[config.mk]
export PLATFORM = sky130hd
export DESIGN_NAME = trc_dump
export DESIGN_NICKNAME = d
export VERILOG_FILES = /design/src/rtl/trc_pkg.sv /design/src/rtl/trc_range.sv /design/src/rtl/trc_snap.sv /design/src/rtl/trc_seq.sv /design/src/rtl/trc_dump.sv
export SDC_FILE = /design/constraint.sdc
export NUM_CORES = 1
export LEC_CHECK = 0
export CORE_UTILIZATION = 58
export CTS_CLUSTER_SIZE = 12
export DETAILED_ROUTE_END_ITERATION = 8
export DONT_BUFFER_PORTS = 1
export PLACE_DENSITY_LB_ADDON = 0.2
export SLEW_MARGIN = 20
export SYNTH_ARGS = -nofsm -noshare
export SYNTH_HDL_FRONTEND = slang
export SYNTH_HIERARCHICAL = 1
export SYNTH_SLANG_ARGS = --single-unit
export TNS_END_PERCENT = 50
[constraint.sdc]
create_clock -name clk -period 2.2 [get_ports clk]
set_input_delay 0.22 -clock clk [delete_from_list [all_inputs] [get_ports clk]]
set_output_delay 0.22 -clock clk [all_outputs]
set_load 0.02 [all_outputs]
[src/rtl/trc_pkg.sv]
package trc_pkg;
  typedef enum logic [2:0] {
    ST_IDLE = 3'd0,
    ST_HDR  = 3'd1,
    ST_TOD  = 3'd2,
    ST_OPND = 3'd3,
    ST_REGS = 3'd4,
    ST_DONE = 3'd5
  } trc_state_e;
endpackage

[src/rtl/trc_range.sv]
module trc_range #(
  parameter int REG_AW    = 4,
  parameter int LEN_W     = 7,
  parameter int FIX_BYTES = 12,
  parameter int WORD_B    = 4
) (
  input  logic [REG_AW-1:0] first_reg,
  input  logic [REG_AW-1:0] last_reg,
  output logic [REG_AW-1:0] cnt_m1,
  output logic [LEN_W-1:0]  len_bytes
);
  localparam int NREG = 1 << REG_AW;
  localparam int SUM_W = REG_AW + 1;

  logic [SUM_W-1:0] span;

  always_comb begin
    if (last_reg >= first_reg)
      span = SUM_W'(last_reg) - SUM_W'(first_reg);
    else
      span = SUM_W'(last_reg) + SUM_W'(NREG) - SUM_W'(first_reg);
    cnt_m1    = span[REG_AW-1:0];
    len_bytes = LEN_W'(FIX_BYTES) + LEN_W'(WORD_B) * (LEN_W'(cnt_m1) + LEN_W'(1));
  end
endmodule

[src/rtl/trc_snap.sv]
module trc_snap #(
  parameter int DATA_W   = 32,
  parameter int TOD_W    = 48,
  parameter int REG_AW   = 4,
  parameter logic [7:0] FMT_CODE = 8'h70
) (
  input  logic              clk,
  input  logic              rst_n,
  input  logic              capture,
  input  logic [REG_AW-1:0] cnt_m1,
  input  logic [DATA_W-1:0] operand,
  input  logic              fast_en,
  input  logic              fast_ctl,
  input  logic [TOD_W-1:0]  tod_lo,
  output logic [DATA_W-1:0] hdr_word,
  output logic [DATA_W-1:0] tod_word,
  output logic [DATA_W-1:0] opnd_word
);
  localparam int HDR_TOD_W = TOD_W - DATA_W;
  localparam logic [DATA_W-1:0] CLR_MASK = ~(DATA_W'(8'hFF) << (DATA_W - 16));

  logic [DATA_W-1:0] hdr_d, tod_d, opnd_d;
  logic [DATA_W-1:0] hdr_q, tod_q, opnd_q;

  always_comb begin
    hdr_d  = hdr_q;
    tod_d  = tod_q;
    opnd_d = opnd_q;
    if (capture) begin
      hdr_d  = {FMT_CODE | 8'(cnt_m1), 8'h00, tod_lo[TOD_W-1 -: HDR_TOD_W]};
      tod_d  = tod_lo[DATA_W-1:0];
      opnd_d = (fast_en && fast_ctl) ? (operand & CLR_MASK) : operand;
    end
  end

  always_ff @(posedge clk or negedge rst_n) begin
    if (!rst_n) begin
      hdr_q  <= '0;
      tod_q  <= '0;
      opnd_q <= '0;
    end else if (capture) begin
      hdr_q  <= hdr_d;
      tod_q  <= tod_d;
      opnd_q <= opnd_d;
    end
  end

  assign hdr_word  = hdr_q;
  assign tod_word  = tod_q;
  assign opnd_word = opnd_q;
endmodule

[src/rtl/trc_seq.sv]
module trc_seq
  import trc_pkg::*;
#(
  parameter int REG_AW = 4,
  parameter int LEN_W  = 7
) (
  input  logic              clk,
  input  logic              rst_n,
  input  logic              start,
  input  logic [REG_AW-1:0] first_reg,
  input  logic [REG_AW-1:0] cnt_m1,
  input  logic [LEN_W-1:0]  len_in,
  output logic              capture,
  output trc_state_e        state,
  output logic [REG_AW-1:0] ptr,
  output logic [LEN_W-1:0]  rec_len
);
  trc_state_e        state_d, state_q;
  logic [REG_AW-1:0] ptr_d, ptr_q;
  logic [REG_AW-1:0] rem_d, rem_q;
  logic [LEN_W-1:0]  len_d, len_q;

  assign capture = start && (state_q == ST_IDLE);

  always_comb begin
    state_d = state_q;
    ptr_d   = ptr_q;
    rem_d   = rem_q;
    len_d   = len_q;
    unique case (state_q)
      ST_IDLE: if (start) begin
        state_d = ST_HDR;
        ptr_d   = first_reg;
        rem_d   = cnt_m1;
        len_d   = len_in;
      end
      ST_HDR:  state_d = ST_TOD;
      ST_TOD:  state_d = ST_OPND;
      ST_OPND: state_d = ST_REGS;
      ST_REGS: begin
        if (rem_q == '0) begin
          state_d = ST_DONE;
        end else begin
          ptr_d = ptr_q + REG_AW'(1);
          rem_d = rem_q - REG_AW'(1);
        end
      end
      ST_DONE: state_d = ST_IDLE;
      default: state_d = ST_IDLE;
    endcase
  end

  always_ff @(posedge clk or negedge rst_n) begin
    if (!rst_n) begin
      state_q <= ST_IDLE;
      ptr_q   <= '0;
      rem_q   <= '0;
      len_q   <= '0;
    end else begin
      state_q <= state_d;
      ptr_q   <= ptr_d;
      rem_q   <= rem_d;
      len_q   <= len_d;
    end
  end

  assign state   = state_q;
  assign ptr     = ptr_q;
  assign rec_len = len_q;
endmodule

[src/rtl/trc_dump.sv]
module trc_dump
  import trc_pkg::*;
#(
  parameter int DATA_W = 32,
  parameter int TOD_W  = 48,
  parameter int REG_AW = 4,
  parameter int LEN_W  = 7
) (
  input  logic              clk,
  input  logic              rst_n,
  input  logic              start,
  input  logic [REG_AW-1:0] first_reg,
  input  logic [REG_AW-1:0] last_reg,
  input  logic [DATA_W-1:0] operand,
  input  logic              fast_en,
  input  logic              fast_ctl,
  input  logic [TOD_W-1:0]  tod_lo,
  output logic [REG_AW-1:0] rf_addr,
  input  logic [DATA_W-1:0] rf_data,
  output logic              wr_valid,
  output logic [DATA_W-1:0] wr_data,
  output logic              busy,
  output logic              done,
  output logic [LEN_W-1:0]  rec_len
);
  localparam int WORD_B    = DATA_W / 8;
  localparam int FIX_BYTES = 3 * WORD_B;

  logic [REG_AW-1:0] cnt_m1;
  logic [LEN_W-1:0]  len_bytes;
  logic              capture;
  trc_state_e        state;
  logic [REG_AW-1:0] ptr;
  logic [DATA_W-1:0] hdr_word, tod_word, opnd_word;

  trc_range #(
    .REG_AW(REG_AW), .LEN_W(LEN_W), .FIX_BYTES(FIX_BYTES), .WORD_B(WORD_B)
  ) u_range (
    .first_reg(first_reg), .last_reg(last_reg),
    .cnt_m1(cnt_m1), .len_bytes(len_bytes)
  );

  trc_seq #(.REG_AW(REG_AW), .LEN_W(LEN_W)) u_seq (
    .clk(clk), .rst_n(rst_n), .start(start), .first_reg(first_reg),
    .cnt_m1(cnt_m1), .len_in(len_bytes), .capture(capture),
    .state(state), .ptr(ptr), .rec_len(rec_len)
  );

  trc_snap #(.DATA_W(DATA_W), .TOD_W(TOD_W), .REG_AW(REG_AW)) u_snap (
    .clk(clk), .rst_n(rst_n), .capture(capture), .cnt_m1(cnt_m1),
    .operand(operand), .fast_en(fast_en), .fast_ctl(fast_ctl),
    .tod_lo(tod_lo), .hdr_word(hdr_word), .tod_word(tod_word),
    .opnd_word(opnd_word)
  );

  always_comb begin
    wr_valid = 1'b1;
    wr_data  = '0;
    unique case (state)
      ST_HDR:  wr_data = hdr_word;
      ST_TOD:  wr_data = tod_word;
      ST_OPND: wr_data = opnd_word;
      ST_REGS: wr_data = rf_data;
      default: wr_valid = 1'b0;
    endcase
  end

  assign rf_addr = ptr;
  assign busy    = (state != ST_IDLE);
  assign done    = (state == ST_DONE);
endmodule

After elaboration in Yosys (flattened, before gate mapping):

Cells that the tools add are included.

* add/subtract/negate cells: 7
* order comparisons: 1
* equal/unequal tests: 8
* multiplexer cells: 13
* reduce and logical (&&, ||, !) cells: 10

Operators with widths (count)
* $pmux W32 S4: 1
* $mux W24: 1
* $mux W4: 5
* $pmux W4 S2: 2
* $pmux W3 S5: 1
* $add A4 B1 Y4 const B: 2
* $sub A4 B4 Y4: 2
* $add A4 B7 Y7 const A: 1
* $eq A3 B2 Y1 const B: 2
* $eq A3 B3 Y1 const B: 2
* $mux W3: 2
* $add A4 B1 Y5 const B: 1
* $ge A4 B4 Y1: 1
* $logic_not A4 Y1: 1
* $ne A2 B2 Y1 const B: 2
* $reduce_and A2 Y1: 2
* $reduce_or A4 Y1: 1
* $sub A4 B1 Y4 const B: 1
* $eq A3 B1 Y1 const B: 1
* $logic_not A3 Y1: 1
* $reduce_and A3 Y1: 1
* $reduce_bool A3 Y1: 1
* $logic_and A1 B1 Y1: 2
* $ne A2 B1 Y1 const B: 1
* other kinds (2): 2

* flip-flop bits (word level): 103
* input port bits: 125
* output and inout port bits: 46

Longest topological paths before layout:

Gate-level depths: netlist (run 1).

* depth in word-level cells: 5
* depth in mapped cells: 12

By module:

The synthesis (run 1) kept the hierarchy.

By module, submodules not included
* trc_snap: times used 1, cells an instance 210, area each 3477.1 um^2, sequential area each 2127.0 um^2
* trc_dump: times used 1, cells an instance 157, area each 1526.5 um^2, sequential area each 0.0 um^2
* trc_seq: times used 1, cells an instance 96, area each 947.2 um^2, sequential area each 450.4 um^2
* trc_range: times used 1, cells an instance 34, area each 260.2 um^2, sequential area each 0.0 um^2

Worst setup path before layout (run 1):

Ideal clock, no wire load.

* kind: in2reg
* from: input port last_reg[0]
* to: register u_seq.len_q[5], in the netlist u_seq/rec_len[5]
* library setup time: 0.116 ns
* arrival time: 2.032 ns
* slack: 0.051 ns
* stages on the path: 12
* path through: inv_1 -> ha_1 -> fa_1 -> inv_1 -> ha_1 -> o21a_1 -> a2bb2oi_2 -> o21ai_1 -> a21oi_2 -> xor2_1 -> nand2_1 -> nand2_1

* word-level cells in the longest chain between the ends: 5
* elaborated cells on any way between the ends: 7

RTL lines
* start, declared: RTL line trc_dump.sv:13 `input logic [REG_AW-1:0] last_reg,`
* $add A4 B1 Y4: RTL line trc_range.sv:21 `span = SUM_W'(last_reg) + SUM_W'(NREG) - SUM_W'(first_reg);`
* $sub A4 B4 Y4: RTL line trc_range.sv:21
* $mux W4 (*): RTL line trc_range.sv:18 `if (last_reg >= first_reg)`
* named net cnt_m1[1]: RTL line trc_dump.sv:29 `logic [REG_AW-1:0] cnt_m1;`
* $add A4 B1 Y5 (*): RTL line trc_range.sv:23 `len_bytes = LEN_W'(FIX_BYTES) + LEN_W'(WORD_B) * (LEN_W'(cnt_m1) + LEN_W'(1));`
* $add A4 B7 Y7 (*): RTL line trc_range.sv:23
* named net len_bytes[5]: RTL line trc_dump.sv:30 `logic [LEN_W-1:0] len_bytes;`
* end signal, assigned: RTL line trc_seq.sv:63 `len_q <= len_d;`
* end, declared: RTL line trc_seq.sv:21 `logic [LEN_W-1:0] len_d, len_q;`

Mark *: on every way through the listed nets, which the timed path passes. The rest lies on a longest branch.
A chain may end at the register's enable or synchronous reset.

Worst setup path after layout (run 1):

* from: register u_seq.state_q[1], in the netlist u_seq/state[1]
* to: output port wr_data[24]

* word-level cells in the longest chain between the ends: 2
* elaborated cells on any way between the ends: 5

RTL lines
* start, declared: RTL line trc_seq.sv:18 `trc_state_e state_d, state_q;`
* start signal, assigned: RTL line trc_seq.sv:60 `state_q <= state_d;`
* $eq A3 B3 Y1 (tied with other cells): RTL line trc_dump.sv:59 `unique case (state)`
* $pmux W32 S4 (*): RTL line trc_dump.sv:59
* end, declared: RTL line trc_dump.sv:21 `output logic [DATA_W-1:0] wr_data,`

Mark *: on every way between the ends. The rest lies on a longest branch, timed or not.

==> impl_metrics.json, run 1 <==
{
  "hold_buffers": 80,
  "hp-class": "input pin to asynchronous set/reset pin",
  "synthAdderAreaFrac_pct": 1.531,
  "grt_max_degree": 104,
  "io_buffer_count": 0,
  "worst_slack_ns": 0.09341,
  "ys_types": 56,
  "placementRows": 37,
  "holdWs_ns": -0.4730,
  "first_global_vias": 4416,
  "die-area_um2": 11130,
  "synth_seq_cells": 103,
  "outcome": "complete, but fails checks",
  "yosys-mux-area-fraction_pct": 23.29,
  "max_freq_mhz": 474.7,
  "period_needed_ns": 2.107,
  "path_class": "flop to primary output",
  "die_h_um": 105.5,
  "leakage_uw": 0.003065,
  "pre_cts_slack_ns": 0.05492,
  "max_slew_margin_pct": 64.47,
  "critPathRequiredTime_ns": 1.98,
  "syn_inst": 497,
  "reg2reg_slack_ns": 0.09,
  "synth_top_family_by_area": "multiplexers",
  "h-tree-depth": 3,
  "synth.avg_cell_area_um2": 12.50,
  "p_per_area_nw_per_um2": 1426,
  "syn_to_final_growth_pct": 16.38,
  "place.gp.congestion": 0.7881,
  "fill_cells": 755,
  "yosys_warnings": 6,
  "clkTransAtPathRegs_ns": 0.09,
  "synth_compound_area_share_pct": 10.84,
  "async_flop_share_pct": 100.0,
  "dp.final_hpwl_um": 8878,
  "wl_per_cell_um": 19.84,
  "core-area_um2": 10370,
  "violations": "hold timing",
  "tightest_slew_ns": 0.5327,
  "grt_usage_pct": 26.51,
  "end_kind": "primary output",
  "final_common_cell": "dfrtp_1",
  "clk_latency_ns": 0.38,
  "nNetsFinal": 703,
  "ctsRootBufferMaster": "clkbuf_8",
  "final_cell_mix": "dfrtp_1, dlygate4sd3_1, nand2_1, mux2_4, mux2i_1",
  "io_pins": 171,
  "arrival_ns": 1.89,
  "placed_area_um2": 6245,
  "drive_above_1_share_pct": 27.95,
  "vdd_drop_max_mv": 0.8084,
  "fin_area_um2": 7228,
  "clk_path_buf_depth": 2,
  "wirelength_um": 14140,
  "drc": 0,
  "start_kind": "flop",
  "cts_tree": "yes",
  "hold_viol_final": 103,
  "skew_ns": 0.01058,
  "drv_slew": 0,
  "setup_violations": 0,
  "postCtsSetupBuffers": 0,
  "die_w_um": 105.5,
  "synth_area_um2": 6211,
  "ys_seq_area_share_pct": 41.50,
  "synth-edff-count": 0,
  "first_pass_iters": 5,
  "grt_overflow": 0,
  "grt_pass1_wl_um": 22790,
  "max_cap_viol_count": 0,
  "cts_buffers": 9,
  "drt_iter0_drc": 153,
  "period_share_pct": 95.75,
  "antenna_found_initial": 1,
  "synthFlopType": "dfrtp_1",
  "vias": 4135,
  "vias_per_cell": 5.799,
  "initial_core_util_pct": 59.89,
  "synth-simple-area-share_pct": 13.09,
  "setup_tns_ns": 0,
  "synthXorXnorAreaFrac_pct": 0.9670,
  "ant_nets": 0,
  "crit_path_max_fanout": 35,
  "rsz0062_at_grt": "false",
  "clkSinkCount": 103
}
metal layers:
metal | global-route usage, % | share of wire [%] | vias up | wire [um]
met5 | 0 | 0 | - | 0
met4 | 9.859 | 2.6 | 0 | 363
met3 | 8.101 | 5.5 | 30 | 774
met2 | 44.27 | 51 | 131 | 7148
met1 | 32.21 | 41 | 2043 | 5858
li1 | - | - | 1931 | -
cell type report:
class / instances / area, um2 / area share [%]
multi-input cells: 328 / 3134 / 43.36
flip-flops and latches: 103 / 2582 / 35.73
repair buffers: 109 / 1081 / 14.96
well taps: 136 / 170.2 / 2.354
clock buffers: 14 / 162.7 / 2.250
inverters: 20 / 80.08 / 1.108
clock inverters: 2 / 15.01 / 0.2077
diodes: 1 / 2.502 / 0.03462
path summary, 6_finish.rpt:
kind	start	endpoint	cells after the start
setup reg to reg	u_seq/state[1]	u_seq/rem_q[0]	5
max in group asynchronous	rst_n	u_seq/state[2]	0
setup / recovery	u_seq/state[1]	wr_data[24]	4
hold reg to reg	u_snap/opnd_word[26]	u_snap/opnd_word[26]	1
hold / removal	rst_n	u_snap/hdr_word[15]	0
min in group clk	first_reg[0]	u_seq/ptr[0]	2
cells by family after synthesis:
group                      Yosys count
xor gates and xnor gates             6
DFF                                103
muxes                              116
other                                2
buffers and inverters               75
AOI/OAI and AO/OA                   59
and+or+nand+nor                    129
adders and majority gates            7
registers in the layout, summed over array words and instances, names as in the netlist:
signal,cells
u_snap/opnd_word,32
u_seq/state,3
u_seq/ptr,4
u_seq/rec_len,7
u_seq/rem_q,4
u_snap/hdr_word,21
u_snap/tod_word,32
through the flow:
step | std cells | util, % | hold WS (ns) | power (uW)
2_1_floorplan | 506 | - | -0.07559 | 8226
4_1_cts | 712 | 69.68 | -0.4958 | 10310
6_report | 713 | 69.70 | -0.4730 | 10310
3_3_place_gp | 616 | 60.22 | -0.07310 | 8886
3_5_place_dp | 616 | 60.22 | -0.07319 | 9048
5_1_grt | 713 | 69.70 | -0.5146 | 10910
where the power goes:
group	internal (uW)	switching (uW)
Combinational	2710	2900
Sequential	2850	742
Clock	476	632
critical path, stage by stage (launching register included):
cell,delay (ns)
dfrtp_4,0.47
buf_4,0.44
mux2i_1,0.30
o221ai_2,0.11
buf_4,0.17
cell usage after synthesis (all sizes together) (3+ instances only):
cell | n | area (um2)
a21oi | 4 | 35.04
ha | 6 | 75.07
nand2 | 67 | 251.5
dfrtp | 103 | 2577
o21ai | 3 | 15.01
nand4bb | 32 | 360.4
or2 | 3 | 18.77
a211oi | 4 | 30.03
xnor2 | 4 | 42.55
inv | 19 | 71.32
o221ai | 34 | 485.5
o22ai | 8 | 50.05
clkbuf | 6 | 22.52
nor3 | 6 | 35.03
mux2 | 78 | 1066
mux2i | 38 | 380.4
buf | 47 | 410.4
nor2 | 3 | 11.26
timing repair:
item | CTS | global route
endpoints found under the hold margin | 183 | 103
setup endpoints to repair | 22 | 0
resized for setup | 1 | 0
(Power assumes the default switching activity.)
==> inputs of run 2 (changes only) <==
--- a/config.mk
+++ b/config.mk
@@ -5,7 +5,7 @@
 export SDC_FILE = /design/constraint.sdc
 export NUM_CORES = 1
 export LEC_CHECK = 0
-export CORE_UTILIZATION = 58
+export CORE_UTILIZATION = 60
 export CTS_CLUSTER_SIZE = 12
 export DETAILED_ROUTE_END_ITERATION = 8
 export DONT_BUFFER_PORTS = 1
==> constraint.sdc (replaced) <==
create_clock -name clk -period 2 [get_ports clk]
set_input_delay 0.2 -clock clk [delete_from_list [all_inputs] [get_ports clk]]
set_output_delay 0.2 -clock clk [all_outputs]
set_load 0.02 [all_outputs]
==> run 2 against run 1 <==
  * The flow still finishes with violations (hold timing)
  * Routed wire length is 6.2% higher
  * Critical endpoint is now wr_valid
  * Critical path type unchanged
  * Worst hold slack worse by 0.010 ns
  * Core utilization is 6.8 points higher
==> impl_metrics.json, run 2 (same netlist as run 1, synthesis figures left out) <==
{
  "finalNonFillerCells": 712,
  "placementRows": 36,
  "max_freq_mhz": 502.9,
  "leakage_uw": 0.003150,
  "initial_core_util_pct": 62.68,
  "placed_area_um2": 6275,
  "crit_buf_inv": 3,
  "clkSinkCount": 103,
  "fin_area_um2": 7579,
  "crit_path_max_fanout": 21,
  "hold_buffers": 80,
  "fill_cells": 640,
  "start_kind": "flop",
  "cts_buffers": 9,
  "setup_tns_ns": 0,
  "worst_path_dominant_cell_family": "buffers and inverters",
  "grt_overflow": 0,
  "ant_nets": 0,
  "antenna_found_initial": 0,
  "p_int_uw": 7220,
  "grt_pass1_wl_um": 23620,
  "hp-class": "input pin to asynchronous set/reset pin",
  "nNetsFinal": 706,
  "drv_slew": 0,
  "period_needed_ns": 1.988,
  "startpoint": "u_seq/state[0]",
  "core-area_um2": 9910,
  "netSwitchingPower_uw": 5117,
  "combPwrFrac_pct": 56.4,
  "outcome": "complete, but fails checks",
  "die-area_um2": 10760,
  "syn_to_final_growth_pct": 22.02,
  "skew_ns": 0.007630,
  "r2r-start": "u_seq/state[1]",
  "num_antenna_cells": 0,
  "final_common_cell": "dfrtp_1",
  "seqPwrFrac_pct": 32.0,
  "ctsRootBufferMaster": "clkbuf_8",
  "utilization_pct": 76.48,
  "slowest_delay_ns": 0.44,
  "final_cell_mix": "dfrtp_1, dlygate4sd3_1, nand2_1, mux2_4, mux2i_1",
  "cts_tree": "yes",
  "path_class": "flop to primary output",
  "vdd_drop_max_mv": 0.7922,
  "max_cap_viol_count": 0,
  "post-place-cells": 614,
  "io_pins": 171,
  "clk_path_buf_depth": 2,
  "arrival_ns": 1.79,
  "first_pass_iters": 4,
  "cp_slowest_cell": "dfrtp_2",
  "hold_viol_final": 103,
  "h-tree-depth": 3,
  "crit_path_frequent_cell": "buf_12",
  "end_kind": "primary output",
  "dp.final_hpwl_um": 8876,
  "setup_violations": 0,
  "swShare_pct": 41.48,
  "grt_max_degree": 104,
  "p_clk_share_pct": 11.6,
  "first_global_vias": 4490,
  "io_buffer_count": 0,
  "vias": 4272,
  "p_per_area_nw_per_um2": 1628,
  "drive_above_1_share_pct": 30.05,
  "rsz0062_at_grt": "true",
  "clk_latency_ns": 0.37,
  "period_share_pct": 99.41,
  "clkTransAtPathRegs_ns": 0.10,
  "grt_usage_pct": 27.56,
  "place.gp.congestion": 0.8022,
  "path_cells": "buf_12 > or2_4 > buf_12 > xor2_1 > buf_4",
  "drc": 0,
  "die_w_um": 103.7,
  "drt_iter0_drc": 241,
  "die_h_um": 103.7,
  "critPathRequiredTime_ns": 1.80,
  "wirelength_um": 15020,
  "vias_per_cell": 6.000,
  "holdWs_ns": -0.4831,
  "wl_per_cell_um": 21.09,
  "violations": "hold timing"
}
run 2: cell types whose count changed in the layout (fill, tap and decap cells not counted), moves of 3 or more:
cell      change
buf_4         -6
buf_12        +3
o221ai_4     +14
buf_6         +3
o221ai_2     -12
run 2: final cells by class:
cell class | instances | area [um2] | area share [%]
clock buffer | 10 | 127.6 | 1.684
clock inverter | 6 | 85.08 | 1.123
inverter | 20 | 92.59 | 1.222
multi-input combinational | 328 | 3338 | 44.05
sequential | 103 | 2584 | 34.09
tap | 133 | 166.4 | 2.196
timing repair buffer | 112 | 1185 | 15.63
run 2: routing by layer:
metal	share of wire, %	global-route usage, %
met1	43	36.42
met3	5.3	5.727
met5	0	0
met4	1.8	9.184
met2	50	45.30
run 2: path summary, 6_finish.rpt:
kind	to	slack, ns	cells past startpoint
worst max-delay path	wr_valid	0.01	5
worst min-delay path	u_snap/hdr_word[10]	-0.48	0
worst max register to register	u_snap/hdr_word[8]	0.02	4
worst min register to register	u_snap/opnd_word[27]	0.50	1
max in group asynchronous	u_snap/opnd_word[3]	2.30	0
min in group clk	u_seq/state[0]	0.06	2
run 2: repair_timing:
item,in CTS,in global routing
hold endpoints to repair,183,103
buffers inserted,0,1
gates resized for setup,9,29
endpoints found under the setup margin,34,35
pin swaps,0,0
gates cloned,0,1
run 2: per-stage QoR:
stage               hold WS, ns  setup WS [ns]  total power [uW]
floorplan              -0.09559       -0.04098              9118
global placement       -0.09334       -0.01416              9771
detailed placement     -0.09301       -0.08296              9952
CTS                     -0.5084       -0.01505             11600
global route            -0.5104       -0.06823             13020
finish                  -0.4831        0.01170             12340
run 2: power groups by stage:
stage	Clock, uW	Combinational (uW)	Sequential, uW
finish	1430	6960	3950
detailed placement	0	6010	3940
CTS	1460	6240	3900
global placement	0	5900	3870
floorplan	0	5340	3780
global route	1530	7410	4070
==> inputs of run 3 (changes only) <==
--- a/config.mk
+++ b/config.mk
@@ -5,6 +5,7 @@
 export SDC_FILE = /design/constraint.sdc
 export NUM_CORES = 1
 export LEC_CHECK = 0
+export CORE_MARGIN = 1.5
 export CORE_UTILIZATION = 60
 export CTS_CLUSTER_SIZE = 12
 export DETAILED_ROUTE_END_ITERATION = 8
==> run 3 against run 2 <==
  * Power rose by 8.5%
  * Critical path depth did not move
  * The flow finishes with violations (hold timing, setup timing)
  * Critical endpoint unchanged
  * Non-clock buffer count rose by 9
==> impl_metrics.json, run 3 (same netlist as run 1, synthesis figures left out) <==
{
  "outcome": "complete, but fails checks",
  "violations": "hold timing, setup timing",
  "grt_overflow": 0,
  "core-area_um2": 9910,
  "vias": 4402,
  "clk_latency_ns": 0.37,
  "initial_core_util_pct": 62.68,
  "ctsRootBufferMaster": "clkbuf_8",
  "fill_cells": 579,
  "use_met3_pct": 6.987,
  "crit_buf_inv": 3,
  "met1_usage_pct": 34.16,
  "drc": 0,
  "clkSinkCount": 103,
  "tightest_slew_ns": 0.5503,
  "period_needed_ns": 2.010,
  "grt_pass1_wl_um": 24370,
  "final_cell_mix": "dfrtp_1, dlygate4sd3_1, nand2_1, mux2_4, nand4bb_1",
  "die_h_um": 104.7,
  "p_per_area_nw_per_um2": 1671,
  "cp_slowest_cell": "dfrtp_4",
  "max_slew_margin_pct": 63.29,
  "pre_cts_slack_ns": -0.05247,
  "arrival_ns": 1.81,
  "leakage_uw": 0.003289,
  "drive_above_1_share_pct": 32.99,
  "io_buffer_count": 0,
  "end_kind": "primary output",
  "dp.final_hpwl_um": 8962,
  "start_kind": "flop",
  "critPathRequiredTime_ns": 1.80,
  "syn_to_final_growth_pct": 28.97,
  "cts_tree": "yes",
  "grt_usage_pct": 28.03,
  "placementRows": 36,
  "die-area_um2": 10970,
  "io_pins": 171,
  "first_pass_iters": 4,
  "busiest_layer": "met2",
  "wl_per_cell_um": 23.12,
  "nNetsFinal": 715,
  "die_w_um": 104.7,
  "final_common_cell": "dfrtp_1",
  "num_antenna_cells": 0,
  "period_share_pct": 100.5,
  "first_global_vias": 4550,
  "clkTransAtPathRegs_ns": 0.11,
  "worst_slack_ns": -0.01006,
  "hp-class": "input pin to asynchronous set/reset pin",
  "finalNonFillerCells": 721,
  "place.gp.congestion": 0.8087,
  "setup_tns_ns": -0.01192,
  "holdWs_ns": -0.4944,
  "vias_per_cell": 6.105,
  "vdd_drop_max_mv": 0.8946,
  "h-tree-depth": 3,
  "hold_buffers": 80,
  "max_cap_viol_count": 0,
  "clk_path_buf_depth": 2,
  "setup_violations": 2,
  "skew_ns": 0.009829,
  "slowest_delay_ns": 0.51,
  "path_class": "flop to primary output",
  "drv_slew": 0,
  "post-place-cells": 612,
  "antenna_found_initial": 0,
  "crit_path_max_fanout": 8,
  "rsz0062_at_grt": "true",
  "worst_path_dominant_cell_family": "flip-flops",
  "grt_max_degree": 104,
  "drt_iter0_drc": 272,
  "utilization_pct": 80.83,
  "cts_buffers": 9,
  "wirelength_um": 16670,
  "max_freq_mhz": 497.5,
  "hold_viol_final": 103,
  "ant_nets": 0,
  "path_cells": "buf_16 > or2_4 > buf_12 > xor2_1 > buf_4",
  "use_met2_pct": 49.86,
  "reg2reg_slack_ns": 0
}
## run 3: metal layers
metal | vias to the layer above | wire length, um | share of wire (%)
li1 | 1963 | - | -
met1 | 2224 | 6589 | 40
met2 | 185 | 8689 | 52
met3 | 30 | 1014 | 6.1
met4 | 0 | 377 | 2.3
met5 | - | 0 | 0
## run 3: area by class of cell
| class | count | area [um2] | area share [%] |
|---|---|---|---|
| inverter | 20 | 100.1 | 1.250 |
| timing repair buffer | 121 | 1396 | 17.43 |
| multi-input combinational | 328 | 3591 | 44.83 |
| sequential | 103 | 2584 | 32.26 |
| clock inverter | 7 | 48.80 | 0.6092 |
| clock buffer | 9 | 123.9 | 1.546 |
| tap | 133 | 166.4 | 2.077 |
## run 3: worst paths after layout
path                                       from                   end  cells past startpoint
min reg2reg                u_snap/opnd_word[26]  u_snap/opnd_word[26]                      1
max                              u_seq/state[1]              wr_valid                      5
max in group asynchronous                 rst_n        u_seq/state[1]                      0
min                                       rst_n  u_snap/opnd_word[10]                      0
max reg2reg                      u_seq/state[1]    u_snap/hdr_word[1]                      5
min in group clk                   first_reg[2]          u_seq/ptr[2]                      2
## run 3: stage by stage
| step | total power (uW) | instance area (um2) | hold WS [ns] |
|---|---|---|---|
| CTS | 12100 | 7566 | -0.5034 |
| floorplan | 9118 | 6319 | -0.09559 |
| finish | 13390 | 8010 | -0.4944 |
| global placement | 9726 | 6260 | -0.09348 |
| global route | 14040 | 8010 | -0.5261 |
| detailed placement | 9931 | 6260 | -0.09294 |
## run 3: report_power, final
part / total (uW) / switching (uW) / leakage (uW) / internal (uW)
Clock: 1180 / 727 / 0.0000776 / 452
Combinational: 8170 / 4040 / 0.00199 / 4140
Sequential: 4040 / 898 / 0.00122 / 3140
Total: 13400 / 5660 / 0.00329 / 7720
## run 3: timing repair
item | in CTS | in global routing
gates resized for setup | 30 | 50
pin swaps | 3 | 4
cloned | 4 | 3
setup buffers | 3 | 3
setup endpoints to repair | 33 | 57
hold endpoints to repair | 183 | 103
